## src/rtl/flyby_dma_pkg.sv

```systemverilog
package flyby_dma_pkg;
  typedef enum logic [2:0] {
    ST_IDLE,
    ST_HOLD,
    ST_PH1,
    ST_PH2,
    ST_DONE
  } dma_state_e;

  localparam logic [1:0] FLD_ADDR = 2'd0;
  localparam logic [1:0] FLD_CNT  = 2'd1;
  localparam logic [1:0] FLD_MODE = 2'd2;
  localparam logic [1:0] FLD_STAT = 2'd3;
endpackage

```

## src/rtl/dma_chan_regs.sv

```systemverilog
module dma_chan_regs #(
  parameter int AW = 16,
  parameter int CW = 16,
  parameter int DW = 16
) (
  input  logic          clk,
  input  logic          rst_n,
  input  logic          wr_en,
  input  logic [1:0]    fld,
  input  logic [DW-1:0] wdata,
  input  logic          step_en,
  input  logic          done_en,
  input  logic          stat_clr,
  output logic [AW-1:0] addr_q,
  output logic [CW-1:0] cnt_q,
  output logic          dir_q,
  output logic          en_q,
  output logic          tc_q
);
  import flyby_dma_pkg::*;

  logic [AW-1:0] addr_d;
  logic [CW-1:0] cnt_d;
  logic          dir_d, en_d, tc_d;
  logic          ld;

  always_comb begin
    addr_d = addr_q;
    cnt_d  = cnt_q;
    dir_d  = dir_q;
    en_d   = en_q;
    tc_d   = tc_q;
    if (step_en) begin
      addr_d = addr_q + AW'(1);
      cnt_d  = cnt_q - CW'(1);
    end
    if (wr_en) begin
      case (fld)
        FLD_ADDR: addr_d = wdata[AW-1:0];
        FLD_CNT:  cnt_d  = wdata[CW-1:0];
        FLD_MODE: begin
          dir_d = wdata[0];
          en_d  = wdata[1];
        end
        default: ;
      endcase
    end
    if (stat_clr) tc_d = 1'b0;
    if (done_en) begin
      tc_d = 1'b1;
      en_d = 1'b0;
    end
  end

  assign ld = wr_en | step_en | done_en | stat_clr;

  always_ff @(posedge clk or negedge rst_n) begin
    if (!rst_n) begin
      addr_q <= '0;
      cnt_q  <= '0;
      dir_q  <= 1'b0;
      en_q   <= 1'b0;
      tc_q   <= 1'b0;
    end else if (ld) begin
      addr_q <= addr_d;
      cnt_q  <= cnt_d;
      dir_q  <= dir_d;
      en_q   <= en_d;
      tc_q   <= tc_d;
    end
  end
endmodule

```

## src/rtl/dma_prio.sv

```systemverilog
module dma_prio #(
  parameter int NCH = 4,
  localparam int CHW = $clog2(NCH)
) (
  input  logic [NCH-1:0] req,
  output logic [CHW-1:0] idx,
  output logic           any
);
  always_comb begin
    idx = '0;
    for (int i = NCH - 1; i >= 0; i--) begin
      if (req[i]) idx = CHW'(i);
    end
  end

  assign any = |req;
endmodule

```

## src/rtl/dma_xfer_fsm.sv

```systemverilog
module dma_xfer_fsm #(
  parameter int STROBE_CYC = 2,
  localparam int TW = $clog2(STROBE_CYC) + 1
) (
  input  logic clk,
  input  logic rst_n,
  input  logic req_any,
  input  logic hlda,
  input  logic last,
  output logic take,
  output logic hrq,
  output logic bus_act,
  output logic ph1,
  output logic ph2,
  output logic step,
  output logic done
);
  import flyby_dma_pkg::*;

  dma_state_e state_q, state_d;
  logic [TW-1:0] tmr_q, tmr_d;
  logic          tmr_end;

  assign tmr_end = (tmr_q == TW'(STROBE_CYC - 1));

  always_comb begin
    state_d = state_q;
    tmr_d   = tmr_q;
    take    = 1'b0;
    step    = 1'b0;
    done    = 1'b0;
    case (state_q)
      ST_IDLE: begin
        if (req_any && !hlda) begin
          take    = 1'b1;
          state_d = ST_HOLD;
        end
      end
      ST_HOLD: begin
        if (hlda) begin
          state_d = ST_PH1;
          tmr_d   = '0;
        end
      end
      ST_PH1: begin
        if (tmr_end) begin
          state_d = ST_PH2;
          tmr_d   = '0;
        end else begin
          tmr_d = tmr_q + TW'(1);
        end
      end
      ST_PH2: begin
        if (tmr_end) begin
          step  = 1'b1;
          tmr_d = '0;
          if (last) begin
            done    = 1'b1;
            state_d = ST_DONE;
          end else begin
            state_d = ST_PH1;
          end
        end else begin
          tmr_d = tmr_q + TW'(1);
        end
      end
      ST_DONE: state_d = ST_IDLE;
      default: state_d = ST_IDLE;
    endcase
  end

  always_ff @(posedge clk or negedge rst_n) begin
    if (!rst_n) begin
      state_q <= ST_IDLE;
      tmr_q   <= '0;
    end else begin
      state_q <= state_d;
      tmr_q   <= tmr_d;
    end
  end

  assign ph1     = (state_q == ST_PH1);
  assign ph2     = (state_q == ST_PH2);
  assign bus_act = ph1 | ph2;
  assign hrq     = (state_q == ST_HOLD) | bus_act;
endmodule

```

## src/rtl/flyby_dma.sv

```systemverilog
module flyby_dma #(
  parameter int NCH        = 4,
  parameter int AW         = 16,
  parameter int CW         = 16,
  parameter int STROBE_CYC = 2,
  localparam int CHW = $clog2(NCH),
  localparam int DW  = (AW > CW) ? AW : CW
) (
  input  logic           clk,
  input  logic           rst_n,
  input  logic           cpu_wr,
  input  logic           cpu_rd,
  input  logic [CHW-1:0] cpu_ch,
  input  logic [1:0]     cpu_fld,
  input  logic [DW-1:0]  cpu_wdata,
  output logic [DW-1:0]  cpu_rdata,
  input  logic [NCH-1:0] dreq,
  output logic [NCH-1:0] dack,
  output logic           hrq,
  input  logic           hlda,
  output logic [AW-1:0]  bus_addr,
  output logic           mem_rd,
  output logic           mem_wr,
  output logic           io_rd,
  output logic           io_wr,
  output logic           irq
);
  import flyby_dma_pkg::*;

  logic [AW-1:0]  ch_addr [NCH];
  logic [CW-1:0]  ch_cnt  [NCH];
  logic [NCH-1:0] ch_dir, ch_en, ch_tc;
  logic [NCH-1:0] eligible;
  logic [CHW-1:0] pick_idx, cur_q;
  logic           pick_any;
  logic           take, bus_act, ph1, ph2, step, done, last;
  logic           stat_clr, dir_cur;

  assign stat_clr = cpu_rd && (cpu_fld == FLD_STAT);
  assign eligible = ch_en & dreq;

  for (genvar i = 0; i < NCH; i++) begin : g_ch
    logic sel_cur;
    assign sel_cur = (cur_q == CHW'(i));
    dma_chan_regs #(.AW(AW), .CW(CW), .DW(DW)) u_regs (
      .clk      (clk),
      .rst_n    (rst_n),
      .wr_en    (cpu_wr && !hlda && (cpu_ch == CHW'(i)) && (cpu_fld != FLD_STAT)),
      .fld      (cpu_fld),
      .wdata    (cpu_wdata),
      .step_en  (step && sel_cur),
      .done_en  (done && sel_cur),
      .stat_clr (stat_clr),
      .addr_q   (ch_addr[i]),
      .cnt_q    (ch_cnt[i]),
      .dir_q    (ch_dir[i]),
      .en_q     (ch_en[i]),
      .tc_q     (ch_tc[i])
    );
    assign dack[i] = bus_act && sel_cur;
  end

  dma_prio #(.NCH(NCH)) u_prio (
    .req (eligible),
    .idx (pick_idx),
    .any (pick_any)
  );

  assign last = (ch_cnt[cur_q] == '0);

  dma_xfer_fsm #(.STROBE_CYC(STROBE_CYC)) u_fsm (
    .clk     (clk),
    .rst_n   (rst_n),
    .req_any (pick_any),
    .hlda    (hlda),
    .last    (last),
    .take    (take),
    .hrq     (hrq),
    .bus_act (bus_act),
    .ph1     (ph1),
    .ph2     (ph2),
    .step    (step),
    .done    (done)
  );

  always_ff @(posedge clk or negedge rst_n) begin
    if (!rst_n) cur_q <= '0;
    else if (take) cur_q <= pick_idx;
  end

  assign dir_cur  = ch_dir[cur_q];
  assign mem_rd   = bus_act & ~dir_cur;
  assign io_wr    = ph2 & ~dir_cur;
  assign io_rd    = bus_act & dir_cur;
  assign mem_wr   = ph2 & dir_cur;
  assign bus_addr = bus_act ? ch_addr[cur_q] : '0;
  assign irq      = |ch_tc;

  always_comb begin
    case (cpu_fld)
      FLD_ADDR: cpu_rdata = DW'(ch_addr[cpu_ch]);
      FLD_CNT:  cpu_rdata = DW'(ch_cnt[cpu_ch]);
      FLD_MODE: cpu_rdata = DW'({ch_en[cpu_ch], ch_dir[cpu_ch]});
      default:  cpu_rdata = DW'(ch_tc);
    endcase
  end
endmodule

```

## config.mk

```make
export PLATFORM = sky130hd
export DESIGN_NAME = flyby_dma
export DESIGN_NICKNAME = d
export VERILOG_FILES = /design/src/rtl/flyby_dma_pkg.sv /design/src/rtl/dma_chan_regs.sv /design/src/rtl/dma_prio.sv /design/src/rtl/dma_xfer_fsm.sv /design/src/rtl/flyby_dma.sv
export SDC_FILE = /design/constraint.sdc
export NUM_CORES = 1
export LEC_CHECK = 0
export ABC_AREA = 1
export BUFFER_PORTS_ARGS = -buffer_cell sky130_fd_sc_hd__buf_2
export CAP_MARGIN = 0
export CORE_ASPECT_RATIO = 1.25
export CORE_MARGIN = 1
export CORE_UTILIZATION = 31
export CTS_BUF_LIST = sky130_fd_sc_hd__clkbuf_4 sky130_fd_sc_hd__clkbuf_8 sky130_fd_sc_hd__clkbuf_16
export DETAILED_ROUTE_END_ITERATION = 10
export GPL_TIMING_DRIVEN = 0
export PLACE_DENSITY = 0.51
export SLEW_MARGIN = 30
export SYNTH_ARGS = -nofsm -noshare
export SYNTH_HDL_FRONTEND = slang
export SYNTH_SLANG_ARGS = --single-unit
export TNS_END_PERCENT = 20
```

## constraint.sdc

```tcl
create_clock -name clk -period 2.12 [get_ports clk]
set_clock_uncertainty 0.15 [all_clocks]
set_input_delay 0.212 -clock clk [delete_from_list [all_inputs] [get_ports clk]]
set_output_delay 0.212 -clock clk [all_outputs]
set_load 0.1 [all_outputs]
```

==> run metrics <==
DRC Markers 1; Clock Tree Root clkbuf_16; Final Power 17.4 mW; register area share after synthesis 32.4%; clk_lat worst skew 0.46 ns; initial antenna violation count 1; total power per unit cell area 1180 mW/mm²; # nets final 1921; Yosys Warn Count 0; area leader, netlist dfrtp_1; clk sink count 147; standard-cell rows 78; clock transition time at the flip-flop clock pins of the worst setup and hold paths 0.07 ns; Mapped Cells 1758; Finished Layout Cells 2376; WL final 51300 µm; Min-Delay Path Class in -> reg; fillcell total 3820; Final TNS setup -4.37 ns; Final Hold Viols 0; fin crit period 2.36 ns; first-pass GRT wire length 75800 µm; CP Class reg -> out; Startpoint Class register; via count of the routed design 12500; RSZ-0062 raised after global routing yes; Pins Over Slew Limit 0; Starting Density 31.3%; area of the multi-input gates 0.00697 mm²; Routability Congestion 0.945; post-synthesis average cell area 6.45 µm²; die width 173 µm; critical path required time 1.76 ns; met1 wire length 21100 µm; largest net degree at the start of global routing 52; top sig layer met4; Clock Path Buffers 2; gr ovfl total 0; drt wl/cell 21.6 µm; mapped cell area 0.0113 mm²; Max VDD drop 984 µV; max cap viols 0; Antenna Nets Post-Route 0; Total GRT Usage 27.6%; CP cell instances buf_4, nand2_8, buf_8, o22ai_1, a221oi_2, nor2_2, buf_12; crit share post-route 111%; area of the core 0.0362 mm²; Critical Path Sink Type output port; relative slew slack 35.2%; final setup fails 34; Sequential Area 0.00371 mm²; number of port buffers 69; 1st-iter DRT viols 1140; die area 0.0374 mm²; Synth top area share 32.4%; DP Cell Count 2309; Worst-Margin Slew 0.972 ns; Fmax 424 MHz; Met2 Wirelength 24500 µm; final worst slack -0.238 ns; share of cells above drive strength 1 21.5%; TritonRoute pass-1 iters 9; CTS tree yes; Data arrival, critical path 2.00 ns; flop and latch count out of synthesis 147; I/O pin cnt 71; total CTS buffers 17; area growth from synthesis to layout 29.8%; DIE HEIGHT 216 µm; htree depth 4; unique cell type count in the Yosys netlist 49; vias per cell 5.27; n_diodes 0; status complete, but fails checks; number of global-route vias before repair 12000; CP max stage delay 0.45 ns; dpl hpwl 39300 µm; Leak 7.03 nW; CP max FO 7; Area contributors post-synth dfrtp_1 32%, nand2_1 16%, inv_1 9.8%; syn_nets 1795; Detail Route met3 WL 3090 µm; failing checks design-rule violations, negative setup slack; final core occ 40.7%; slowest CP cell dfrtp_2
-- per-layer routing --
| metal | track usage [%] | up-vias |
|---|---|---|
| met4 | 14.3 | 0 |
| met2 | 46.3 | 496 |
| met3 | 3.31 | 117 |
| met5 | 0 | - |
| met1 | 34.7 | 5966 |
| li1 | - | 5935 |
-- synth_stat cells, drive strengths merged --
master / n
o2111ai: 3
o221ai: 3
nand3: 135
o21ai: 145
nand4: 30
inv: 312
a32oi: 1
xnor2: 3
clkinv: 1
a211oi: 2
nor3: 29
buf: 39
o21bai: 1
nand3b: 6
o211ai: 28
a31oi: 6
a41oi: 2
a21oi: 24
nand2: 490
a22oi: 8
mux2i: 1
ha: 8
nor2: 195
a22o: 1
a221oi: 12
o22ai: 63
clkbuf: 17
xor2: 43
or2: 1
a21o: 1
dfrtp: 147
a21boi: 1
-- critical path: cells and delay by family (launching register included) --
family / cells / cell delay [ns]
buffers and inverters: 3 / 0.48
DFF: 1 / 0.45
AOI/OAI and AO/OA: 2 / 0.38
and+or+nand+nor: 2 / 0.21
-- per-stage QoR --
step	hold WS (ns)	cell area, µm²	worst slack, ns
floorplan	-0.234	11400	-0.263
global placement	0.331	12400	-1.91
detailed placement	0.00779	12500	-0.964
CTS	0.0200	14100	-0.249
global route	0.0397	14700	-0.278
finish	0.0388	14700	-0.238
-- final timing paths --
check                      slack (ns)  cells past startpoint                        to                 start
min reg2reg                      0.36                      2      g_ch[1].u_regs.dir_q  g_ch[1].u_regs.dir_q
max                             -0.24                      7              bus_addr[12]              cur_q[0]
max in group asynchronous        1.07                      3   g_ch[1].u_regs.cnt_q[6]                 rst_n
min in group asynchronous        0.10                      2  g_ch[1].u_regs.addr_q[9]                 rst_n
min                              0.04                      3  g_ch[1].u_regs.addr_q[6]          cpu_wdata[6]
max reg2reg                      0.06                     10  g_ch[3].u_regs.addr_q[6]              cur_q[0]
-- placed cells by master (no fill, tap or decap), types with 10 or more instances in the layout --
cell,n
buf_6,21
xor2_1,43
nand2_1,469
dfrtp_2,28
o21ai_2,15
nor2_2,36
a221oi_4,10
nor2_1,130
buf_4,30
a21oi_1,22
o211ai_1,28
nor2_4,27
o21ai_1,20
nand3_1,132
clkbuf_16,19
nand4_1,26
inv_2,34
o22ai_2,20
dfrtp_1,119
buf_8,16
o22ai_1,41
nand2_2,14
inv_1,271
buf_2,47
nor3_1,24
o21ai_0,108
buf_12,18
-- area by class of cell --
cell class                 instances  area share (%)
sequential                       147            25.2
timing repair buffer             108            8.23
clock inverter                    13            1.10
tap                              480            4.08
clock buffer                      18            2.94
multi-input combinational       1242            47.3
inverter                         313            8.26
buffer                            55            2.89
-- sequential cells by signal, summed over array words and instances (netlist names) --
| register | cells |
|---|---|
| cur_q | 2 |
| g_ch.u_regs.addr_q | 64 |
| g_ch.u_regs.cnt_q | 64 |
| g_ch.u_regs.dir_q | 4 |
| g_ch.u_regs.en_q | 4 |
| g_ch.u_regs.tc_q | 4 |
| u_fsm.state_q | 3 |
| u_fsm.tmr_q | 2 |
-- where the power goes --
| part | switching [mW] | internal (mW) | leakage [nW] |
|---|---|---|---|
| Clock | 1.42 | 1.86 | 0.282 |
| Sequential | 1.05 | 3.55 | 1.60 |
| Combinational | 6.49 | 3.01 | 5.15 |
-- repair_timing --
| item | 4_1_cts | 5_1_grt |
|---|---|---|
| buffers inserted | 10 | 16 |
| cloned | 1 | 2 |
| setup endpoints to repair | 64 | 99 |
| hold buffers | 8 | 0 |
| pin swaps | 15 | 29 |
| endpoints found under the hold margin | 155 | 0 |
| resized for setup | 275 | 128 |
-- cells by family (layout without fill, tap and decap cells) --
group / count (synthesis) / in the layout / share of synthesized area (%)
and+or+nand+nor: 886 / 886 / 34.5
muxes: 1 / 1 / 0.0882
DFF: 147 / 147 / 32.4
AOI/OAI and AO/OA: 301 / 301 / 15.7
xor gates and xnor gates: 46 / 46 / 3.55
adders and majority gates: 8 / 8 / 0.882
buffers and inverters: 369 / 507 / 12.9
No activity file was read; power rests on OpenSTA's default activity.
